==> src/rtl/cfgwin_pkg.sv <==
package cfgwin_pkg;
  localparam logic [1:0] A_CTRL = 2'd0;
  localparam logic [1:0] A_OFFS = 2'd1;
  localparam logic [1:0] A_WIN  = 2'd2;

  typedef enum logic {ST_IDLE = 1'b0, ST_WAIT = 1'b1} seq_st_t;

  // expand 4 byte enables into a 32-bit bit mask
  function automatic logic [31:0] lanes_to_bits(input logic [3:0] be);
    logic [31:0] m;
    for (int b = 0; b < 4; b++) m[8*b +: 8] = {8{be[b]}};
    return m;
  endfunction

  // bus bit mask selected by the programmed length
  function automatic logic [31:0] len_to_bits(input logic [7:0] len);
    case (len)
      8'd1:    return 32'h0000_00FF;
      8'd2:    return 32'h0000_FFFF;
      8'd4:    return 32'hFFFF_FFFF;
      default: return 32'h0000_0000;
    endcase
  endfunction
endpackage

==> src/rtl/cfgwin_fields.sv <==
module cfgwin_fields
  import cfgwin_pkg::*;
#(
  parameter int unsigned DW = 32
) (
  input  logic          clk,
  input  logic          rst,
  input  logic          fld_we,
  input  logic [1:0]    fld_addr,
  input  logic [DW/8-1:0] fld_be,
  input  logic [DW-1:0] fld_wdata,
  input  logic          win_ld,
  input  logic [DW-1:0] win_d,
  output logic [7:0]    bar_sel,
  output logic [7:0]    len,
  output logic [DW-1:0] offs,
  output logic [DW-1:0] window
);
  localparam int unsigned NB = DW / 8;

  // offset: one register per byte lane
  for (genvar b = 0; b < NB; b++) begin : g_offs
    always_ff @(posedge clk) begin
      if (rst) offs[8*b +: 8] <= '0;
      else if (fld_we && fld_addr == A_OFFS && fld_be[b])
        offs[8*b +: 8] <= fld_wdata[8*b +: 8];
    end
  end

  always_ff @(posedge clk) begin
    if (rst) begin
      bar_sel <= '0;
      len     <= '0;
    end else if (fld_we && fld_addr == A_CTRL) begin
      if (fld_be[0]) bar_sel <= fld_wdata[7:0];
      if (fld_be[1]) len     <= fld_wdata[15:8];
    end
  end

  always_ff @(posedge clk) begin
    if (rst)         window <= '0;
    else if (win_ld) window <= win_d;
  end
endmodule

==> src/rtl/cfgwin_validate.sv <==
module cfgwin_validate
  import cfgwin_pkg::*;
#(
  parameter int unsigned BAR_BYTES = 256
) (
  input  logic [7:0]  bar_sel,
  input  logic [7:0]  len,
  input  logic [31:0] offs,
  output logic        acc_ok,
  output logic [31:0] acc_mask
);
  localparam logic [32:0] SIZE33 = 33'(BAR_BYTES);

  logic [32:0] end_pos;
  logic        len_ok, align_ok, range_ok;

  always_comb begin
    end_pos  = {1'b0, offs} + {25'd0, len};
    len_ok   = (len == 8'd1) || (len == 8'd2) || (len == 8'd4);
    case (len)
      8'd2:    align_ok = (offs[0] == 1'b0);
      8'd4:    align_ok = (offs[1:0] == 2'b00);
      default: align_ok = 1'b1;
    endcase
    range_ok = ({1'b0, offs} < SIZE33) && (end_pos <= SIZE33);
    acc_ok   = (bar_sel == 8'd0) && len_ok && align_ok && range_ok;
    acc_mask = len_to_bits(len);
  end
endmodule

==> src/rtl/cfgwin_seq.sv <==
module cfgwin_seq
  import cfgwin_pkg::*;
#(
  parameter int unsigned BAR_AW = 8
) (
  input  logic              clk,
  input  logic              rst,
  input  logic              cfg_req,
  input  logic              cfg_we,
  input  logic [1:0]        cfg_addr,
  input  logic [3:0]        cfg_be,
  input  logic [31:0]       cfg_wdata,
  output logic              cfg_ready,
  output logic              cfg_ack,
  output logic              cfg_err,
  output logic [31:0]       cfg_rdata,
  input  logic [7:0]        bar_sel,
  input  logic [7:0]        len,
  input  logic [31:0]       offs,
  input  logic [31:0]       window,
  input  logic              acc_ok,
  input  logic [31:0]       acc_mask,
  output logic              fld_we,
  output logic              win_ld,
  output logic [31:0]       win_d,
  output logic              bus_req,
  output logic              bus_we,
  output logic [BAR_AW-1:0] bus_addr,
  output logic [31:0]       bus_wdata,
  output logic [31:0]       bus_mask,
  input  logic              bus_resp,
  input  logic [31:0]       bus_rdata
);
  seq_st_t     st;
  logic        accept, is_win, resp_rd;
  logic [31:0] be_bits, merged, rd_masked, word_rd;
  logic [3:0]  be_q;

  always_comb begin
    accept    = cfg_req && (st == ST_IDLE);
    is_win    = (cfg_addr == A_WIN);
    be_bits   = lanes_to_bits(cfg_be);
    merged    = (window & ~be_bits) | (cfg_wdata & be_bits);
    rd_masked = bus_rdata & bus_mask;
    resp_rd   = (st == ST_WAIT) && bus_resp && !bus_we;
    fld_we    = accept && cfg_we && !is_win;
    win_ld    = (accept && cfg_we && is_win && acc_ok) || resp_rd;
    win_d     = resp_rd ? rd_masked : merged;
    cfg_ready = (st == ST_IDLE);
    case (cfg_addr)
      A_CTRL:  word_rd = {16'd0, len, bar_sel};
      A_OFFS:  word_rd = offs;
      A_WIN:   word_rd = window;
      default: word_rd = '0;
    endcase
  end

  always_ff @(posedge clk) begin
    if (rst) begin
      st        <= ST_IDLE;
      cfg_ack   <= 1'b0;
      cfg_err   <= 1'b0;
      cfg_rdata <= '0;
      bus_req   <= 1'b0;
      bus_we    <= 1'b0;
      bus_addr  <= '0;
      bus_wdata <= '0;
      bus_mask  <= '0;
      be_q      <= '0;
    end else begin
      cfg_ack <= 1'b0;
      cfg_err <= 1'b0;
      bus_req <= 1'b0;
      case (st)
        ST_IDLE: if (accept) begin
          be_q <= cfg_be;
          if (is_win && acc_ok) begin
            bus_req   <= 1'b1;
            bus_we    <= cfg_we;
            bus_addr  <= offs[BAR_AW-1:0];
            bus_wdata <= merged;
            bus_mask  <= acc_mask;
            st        <= ST_WAIT;
          end else begin
            cfg_ack   <= 1'b1;
            cfg_err   <= is_win;
            cfg_rdata <= word_rd & be_bits;
          end
        end
        ST_WAIT: if (bus_resp) begin
          cfg_ack <= 1'b1;
          st      <= ST_IDLE;
          if (!bus_we) cfg_rdata <= rd_masked & lanes_to_bits(be_q);
        end
        default: st <= ST_IDLE;
      endcase
    end
  end
endmodule

==> src/rtl/cfgwin_bridge.sv <==
module cfgwin_bridge #(
  parameter int unsigned BAR_BYTES = 256,
  localparam int unsigned BAR_AW   = $clog2(BAR_BYTES)
) (
  input  logic              clk,
  input  logic              rst,
  input  logic              cfg_req,
  input  logic              cfg_we,
  input  logic [1:0]        cfg_addr,
  input  logic [3:0]        cfg_be,
  input  logic [31:0]       cfg_wdata,
  output logic              cfg_ready,
  output logic              cfg_ack,
  output logic              cfg_err,
  output logic [31:0]       cfg_rdata,
  output logic              bus_req,
  output logic              bus_we,
  output logic [BAR_AW-1:0] bus_addr,
  output logic [31:0]       bus_wdata,
  output logic [31:0]       bus_mask,
  input  logic              bus_resp,
  input  logic [31:0]       bus_rdata
);
  logic [7:0]  bar_sel, len;
  logic [31:0] offs, window, acc_mask, win_d;
  logic        acc_ok, fld_we, win_ld;

  cfgwin_fields #(.DW(32)) fields_i (
    .clk(clk), .rst(rst), .fld_we(fld_we), .fld_addr(cfg_addr), .fld_be(cfg_be),
    .fld_wdata(cfg_wdata), .win_ld(win_ld), .win_d(win_d), .bar_sel(bar_sel),
    .len(len), .offs(offs), .window(window)
  );

  cfgwin_validate #(.BAR_BYTES(BAR_BYTES)) validate_i (
    .bar_sel(bar_sel), .len(len), .offs(offs), .acc_ok(acc_ok), .acc_mask(acc_mask)
  );

  cfgwin_seq #(.BAR_AW(BAR_AW)) seq_i (
    .clk(clk), .rst(rst), .cfg_req(cfg_req), .cfg_we(cfg_we), .cfg_addr(cfg_addr),
    .cfg_be(cfg_be), .cfg_wdata(cfg_wdata), .cfg_ready(cfg_ready), .cfg_ack(cfg_ack),
    .cfg_err(cfg_err), .cfg_rdata(cfg_rdata), .bar_sel(bar_sel), .len(len),
    .offs(offs), .window(window), .acc_ok(acc_ok), .acc_mask(acc_mask),
    .fld_we(fld_we), .win_ld(win_ld), .win_d(win_d), .bus_req(bus_req),
    .bus_we(bus_we), .bus_addr(bus_addr), .bus_wdata(bus_wdata), .bus_mask(bus_mask),
    .bus_resp(bus_resp), .bus_rdata(bus_rdata)
  );
endmodule

==> config.mk <==
export PLATFORM = sky130hd
export DESIGN_NAME = cfgwin_bridge
export DESIGN_NICKNAME = d
export VERILOG_FILES = /design/src/rtl/cfgwin_pkg.sv /design/src/rtl/cfgwin_fields.sv /design/src/rtl/cfgwin_validate.sv /design/src/rtl/cfgwin_seq.sv /design/src/rtl/cfgwin_bridge.sv
export SDC_FILE = /design/constraint.sdc
export NUM_CORES = 1
export LEC_CHECK = 0
export ABC_CLOCK_PERIOD_IN_PS = 3850
export BUFFER_PORTS_ARGS = -buffer_cell sky130_fd_sc_hd__buf_2
export CAP_MARGIN = 20
export CORE_ASPECT_RATIO = 0.8
export CORE_MARGIN = 1.5
export CORE_UTILIZATION = 40
export CTS_CLUSTER_DIAMETER = 120
export DETAILED_ROUTE_END_ITERATION = 6
export PLACE_DENSITY = 0.66
export SETUP_SLACK_MARGIN = 0.5
export SKIP_LAST_GASP = 1
export SLEW_MARGIN = 0
export SYNTH_ARGS = -nofsm -noshare
export SYNTH_HDL_FRONTEND = slang
export SYNTH_SLANG_ARGS = --single-unit
export TNS_END_PERCENT = 50
==> constraint.sdc <==
create_clock -name clk -period 3.85 [get_ports clk]
set_clock_uncertainty 0.2 [all_clocks]
set_input_delay 0.1925 -clock clk [delete_from_list [all_inputs] [get_ports clk]]
set_output_delay 0.1925 -clock clk [all_outputs]
set_load 0.02 [all_outputs]
* Yosys cells after proc, flatten, opt, wreduce, memory -nomap -nowiden
Cells that the tools add are included.
** Word-level totals
- Flip-flop bits (word level) :: 193
- Input bits :: 75
- Output and inout port bits :: 109
- Logic and storage cells :: 89
** Cells by class
- $add $sub $neg :: 1
- Magnitude comparators :: 2
- Equality and inequality tests :: 9
- Multiplexer cells :: 17
- Bitwise gates (word level) :: 10
- Reduce and logical (&&, ||, !) cells :: 33
** Operators by type and width (count)
- 32-bit case mux with 3 select lines :: 2
- 32-bit AND :: 5
- 32-bit two-way mux :: 5
- 32-bit case mux with 2 select lines :: 1
- 32-bit by 8-bit adder with 33-bit output :: 1
- 33-bit by 9-bit less-or-equal comparator with 1-bit output, second input constant :: 1
- 32-bit by 9-bit less-than comparator with 1-bit output, second input constant :: 1
- 32-bit inverter :: 1
- 32-bit bitwise OR :: 1
- 1-bit logical AND :: 18
- 8-bit by 1-bit equality test with 1-bit output, second input constant :: 1
- 8-bit by 2-bit equality test with 1-bit output, second input constant :: 1
- 8-bit by 3-bit equality test with 1-bit output, second input constant :: 1
- 8-bit logical NOT :: 1
- 1-bit two-way mux :: 6
- 2-bit inequality test, second input constant :: 3
- 1-bit case mux with 2 select lines :: 3
- 2-bit AND reduction :: 3
- 2-bit logical NOT :: 2
- 4-bit AND reduction :: 1
- 4-bit OR reduction :: 1
- 1-bit logical OR :: 3
- 1-bit inverter :: 3
- 3-bit AND reduction :: 1
- 5 further kinds :: 6

* Depth between registers and ports, before layout
- Depth in word-level cells :: 10
- Gate-level depth with buffers :: 12

* Cells and area by module
A second synthesis with hierarchy kept.
** Unflattened totals
- Cells, all modules :: 1082
- Area total of the unflattened synthesis :: 9559.2 um^2
** By module, submodules not included
- cfgwin_seq :: instances 1, cells an instance 681, area each 5597.9 um^2
- cfgwin_fields :: instances 1, cells an instance 302, area each 3246.9 um^2
- cfgwin_validate :: instances 1, cells an instance 99, area each 714.4 um^2

* Worst setup path before layout
No wires, ideal clock.
- Path type :: reg-to-reg
- From :: register fields_i.offs[0]
- To :: register seq_i.cfg_rdata[16]
- Setup time :: 0.123 ns
- Data arrival time :: 3.086 ns
- Setup slack :: 0.440 ns
- Stages on the path, launching flop included :: 12
- Buffers on the path :: 2
- Cell sequence :: dfxtp_1 -> ha_1 -> fa_1 -> a211oi_1 -> o21bai_1 -> a211oi_1 -> nand4_4 -> o22a_1 -> buf_2 -> a21oi_2 -> buf_4 -> mux2_1
** Between the ends
- Word-level cells in the longest chain between the ends :: 7
- Elaborated cells on any way between the ends :: 12
- Classes of those cells :: add/sub (1); order compare (2); eq/ne (1); mux (1); bitwise (1); reduce/logical (6)
** RTL lines
- start, declared :: RTL line cfgwin_fields.sv:16 : output logic [DW-1:0] offs,
- start signal, assigned by index :: RTL line cfgwin_fields.sv:26 : offs[8*b +: 8] <= fld_wdata[8*b +: 8];
- 32-bit by 8-bit adder with 33-bit output (tied with other cells) :: RTL line cfgwin_validate.sv:18 : end_pos = {1'b0, offs} + {25'd0, len};
- 33-bit by 9-bit less-or-equal comparator with 1-bit output / 1-bit case mux with 2 select lines (equally long branches) :: RTL line cfgwin_validate.sv:25, cfgwin_validate.sv:20
- 1-bit logical AND (on tied branches) :: RTL line cfgwin_validate.sv:25, cfgwin_validate.sv:26
- 1-bit logical AND (*) :: RTL line cfgwin_validate.sv:26 : acc_ok = (bar_sel == 8'd0) && len_ok && align_ok && range_ok;
- 1-bit logical AND (*) :: RTL line cfgwin_seq.sv:77 : if (is_win && acc_ok) begin
- 2-bit inequality test (no line) (*)
- 4-bit AND reduction (no line) (*)
- end signal, assigned :: RTL line cfgwin_seq.sv:87 : cfg_rdata <= word_rd & be_bits;
- end signal, assigned :: RTL line cfgwin_seq.sv:93 : if (!bus_we) cfg_rdata <= rd_masked & lanes_to_bits(be_q);
- end, declared :: RTL line cfgwin_seq.sv:16 : output logic [31:0] cfg_rdata,
Every way passes the cells marked *; elsewhere a longest branch is shown, timed or not.
A chain may end at the register's enable or synchronous reset.

* Worst setup path after layout
- From :: register fields_i.len[3]
- To :: register fields_i.window[2]
** Between the ends
- Word-level cells in the longest chain between the ends :: 8
- Elaborated cells on any way between the ends :: 14
- Classes of those cells :: add/sub (1); order compare (1); eq/ne (3); mux (1); reduce/logical (8)
** RTL lines
- start, declared :: RTL line cfgwin_fields.sv:15 : output logic [7:0] len,
- start signal, assigned :: RTL line cfgwin_fields.sv:36 : if (fld_be[1]) len <= fld_wdata[15:8];
- parallel branches: the longest is 5 deep, another holds 32-bit by 8-bit adder with 33-bit output
- 1-bit logical AND (*) :: RTL line cfgwin_validate.sv:26
- 1-bit logical AND (*) :: RTL line cfgwin_seq.sv:47 : win_ld = (accept && cfg_we && is_win && acc_ok) || resp_rd;
- 1-bit logical OR (*) :: RTL line cfgwin_seq.sv:47
- end signal, assigned :: RTL line cfgwin_fields.sv:42 : else if (win_ld) window <= win_d;
- end, declared :: RTL line cfgwin_fields.sv:17 : output logic [DW-1:0] window
Mark *: on every way between the ends.

==> results.md <==
- Worst-Margin Slew: around 920 ps
- R2R depth: 9
- Critical path's most frequent cell: or4_4
- Layout cells sized above 1: around 21%
- Simple-gate share of the synthesized area: slightly below 30%
- Vias in the first global route: 8,849
- Final min period: around 3200 ps
- Top_reg_cell synth: dfxtp_1
- Placed cell count: around 1,600
- Critical path's top delay family: simple AND/OR/NAND/NOR gates
- Slew Viols, Final: 0
- Async SR Flop Fraction: 0%
- Post-Syn Area per Cell: roughly 7.9 um2
- Hold Fails Final Rpt: 0
- Crit path launch type: flop
- Clock power share: 44.8%
- Leakage: roughly 4.6 nW
- Clock Tree Buf Depth: 2
- Post-Syn Nets: 1,271
- Power Total: slightly below 4 mW
- GP Congestion: 0.930
- Worst hold path depth: 4
- Core area: between 20,000 and 25,000 um2
- Worst hold path startpoint: bus_rdata[8]
- R2r setup slk: roughly 600 ps
- Post-synth EDFFs: 0
- Register clock-pin slew on the reported worst setup and hold paths: 70 ps
- Post-synth cell types: between 60 and 70
- H-tree depth: 4
- Synth-to-layout area growth: 23.5%
- Final setup violation count: 0
- Detailed Place HPWL: roughly 24 mm
- P_int: between 2 and 3 mW
- Worst setup EP type: flop
- Ys Warns: 0
- DRC errors left: 0
- IO Port Bufs: around 180
- CP peak stage delay: 550 ps
- Critical path class: reg -> reg
- Clk_lat worst skew: 450 ps
- XOR/XNOR share of the synthesized area: less than 1%
- Combinational Power Share: a little over a tenth
- Most frequent cells in the layout: buf_2, nand2_1, dfxtp_1
- Root buffer cell: clkbuf_16
- Die Wd: around 170 um
- Switching Power: 1.08 mW
- Worst hold path type: in -> reg
- Starting density of the core: between 40% and 50%
- Combinational family with the most area after synthesis: simple AND/OR/NAND/NOR gates
- Sequential power share: about 45%
- Setup_tns: 0 ps
- CP arrival: about 3400 ps
- Final ANT Viol Nets: 0
- DR vias/cell: just over 6
- Total gr overflow: 0
- Slew HR: a little under two fifths
- IO Pins: between 150 and 200
- Die height: roughly 140 um
- Cells along the critical path: or4_4 -> or4_4 -> nor4_4 -> nand2_2 -> buf_4 -> o32a_1 -> buf_6 -> nand3_1 -> a21oi_1
- Worst Hold Endpoint: seq_i.cfg_rdata[8]$_SDFFE_PP0P_
- Non-filler cells, final: around 1,700
- Switching share of power: ~28%
- Compound-cell area share of the yosys netlist: ~18%
- PD cells: around 330 nW/um2
- RR Endpoint: fields_i.window[2]$_SDFFE_PP0P_
- CP bufs+invs: 2
- DR vias: about 10,000
- Nets: between 1,000 and 1,500
- RR Startpoint: fields_i.len[3]$_SDFFE_PP0P_
- Post-Synth Adder-Cell Area: roughly 1.3%
- # fillers: 2,154
- VDD IR max: just over 0.3 mV
- Die area: ~24,000 um2
- Critical Path Fanout Max: 35
- MaxCap Viol Count: 0
- FF+latch count, synth: ~160
- Synthesized cell area: ~9400 um2
- Post-synthesis sequential area ratio: a little over a third
- Status: completed
- Highest Clock Rate: 308 MHz
- Synth Instances: 1,187
- Wire per inst: 20.8 um
- Pin count of the biggest net entering global routing: slightly above 90
- All-layer global routing usage: 27.5%
- Proportion of synthesized area in mux cells: under 10%
- Tcrit/Tclk final: roughly 84%
- Num Clock Sinks: between 150 and 200
- Global-route wire length before repair: between 50 and 60 mm
- Initial antenna violation count: 1
- Final WL: between 30 and 40 mm
- CTS tree: built
- Slowest-stage cell, CP: or4_4
- RSZ-0062 raised after global routing: no
- Fin util: between 50% and 60%
- Std cell rows: between 40 and 50
- Crit path required time: between 3000 and 4000 ps
- Drt first pass iters: 6
- Iter 0 DRT Violations: 1,518
- Total CTS buffers: 17
- Most common cell after layout, fill and taps aside: buf_2
[routing by layer]
| layer | global-route usage [%] | vias to the layer above | wire, um |
|---|---|---|---|
| met5 | 0 | - | 0 |
| met1 | 42.1 | 4685 | 15600 |
| met3 | 6.45 | 51 | 4330 |
| met2 | 37.7 | 656 | 13800 |
| li1 | - | 4647 | - |
| met4 | 7.35 | 0 | 702 |
[cell type report]
class	instances	area, um2	area share (%)
antenna	1	2.50	0.0216
clock buffer	17	425	3.68
clock inverter	15	158	1.36
inverter	3	13.8	0.119
multi-input combinational	878	5440	47.1
sequential	164	3290	28.4
tap	306	383	3.31
timing repair buffer	279	1850	16.0
[worst reg2reg max path, cell delays in order (launching register included)]
cell	delay (ps)
dfxtp_1	360
or4_4	550
or4_4	540
nor4_4	250
nand2_2	90
buf_4	280
o32a_1	450
buf_6	190
nand3_1	110
a21oi_1	80
[registers in the layout, indices dropped and copies added, names as in the netlist]
register / count
fields_i.offs: 32
fields_i.window: 32
seq_i.bus_wdata: 32
seq_i.cfg_rdata: 32
fields_i.bar_sel: 8
fields_i.len: 8
seq_i.bus_addr: 8
seq_i.be_q: 4
seq_i.bus_mask: 3
seq_i.bus_req: 1
seq_i.bus_we: 1
seq_i.cfg_ack: 1
seq_i.cfg_err: 1
seq_i.st: 1
[cell families after synthesis]
group                      after synthesis
AOI/OAI and AO/OA                      258
xor gates and xnor gates                 2
adders and majority gates                9
buffers and inverters                  145
DFF                                    164
muxes                                   81
and+or+nand+nor                        528
[synthesized netlist by cell type, drive strengths merged (2+ instances only)]
library cell,count,area share [%]
nand4,28,2.0
nand4b,33,3.1
mux2i,69,7.4
a21o,2,0.16
a22oi,16,1.3
and3,19,1.3
and2,7,0.47
dfxtp,164,35
nand2,169,6.8
a32o,16,1.7
o32ai,17,1.7
o31ai,16,1.3
a21oi,87,4.7
nand3,103,5.5
nor2,49,2.0
nor3,20,1.1
nand2b,18,1.2
mux2,12,1.4
nor4,41,2.9
nor2b,17,1.1
inv,2,0.080
o21a,3,0.24
a211oi,2,0.16
or3,2,0.13
clkbuf,94,3.8
or4,15,1.3
a31o,23,2.2
ha,8,1.1
o21ai,63,3.4
or3b,2,0.19
or2,3,0.20
buf,48,3.3
[how the worst max path moves through the flow]
stage                                                   to  slack, ps                     startpoint  cells after the start
after detailed placement         seq_i.bus_we$_SDFFE_PP0P_        440  fields_i.offs[0]$_SDFFE_PP0P_                     11
after global routing      seq_i.cfg_rdata[25]$_SDFFE_PP0P_        510  fields_i.offs[0]$_SDFFE_PP0P_                     10
after CTS                 seq_i.bus_wdata[11]$_SDFFE_PP0P_        470  fields_i.offs[0]$_SDFFE_PP0P_                     11
final                      fields_i.window[2]$_SDFFE_PP0P_        600   fields_i.len[3]$_SDFFE_PP0P_                      9
after global placement           seq_i.bus_we$_SDFFE_PP0P_        540  fields_i.offs[0]$_SDFFE_PP0P_                     11
after floorplan           seq_i.cfg_rdata[16]$_SDFFE_PP0P_        590  fields_i.offs[0]$_SDFFE_PP0P_                     11
[power by group through the flow]
stage,registers [mW],logic [mW],clock network [mW]
2_1_floorplan,1.76,0.206,0
3_3_place_gp,1.76,0.345,0
3_5_place_dp,1.76,0.346,0
4_1_cts,1.72,0.403,1.74
5_1_grt,1.72,0.434,1.81
6_report,1.72,0.415,1.73
[repair_timing]
item / CTS / global route
endpoints found under the hold margin: 93 / 0
setup buffers: 2 / 0
setup endpoints to repair: 33 / 110
pin swaps: 1 / 4
gates cloned: 1 / 0
gates resized for setup: 2 / 11
hold buffers: 60 / 0
[per-stage QoR]
stage	hold slack (ps)	cell area, um2	setup WS, ps
6_report	21.0	11600	602
5_1_grt	24.5	11600	508
4_1_cts	4.72	11500	468
3_5_place_dp	244	10300	436
3_3_place_gp	239	10300	537
2_1_floorplan	156	9370	590
Power figures use the tool's default switching activity.
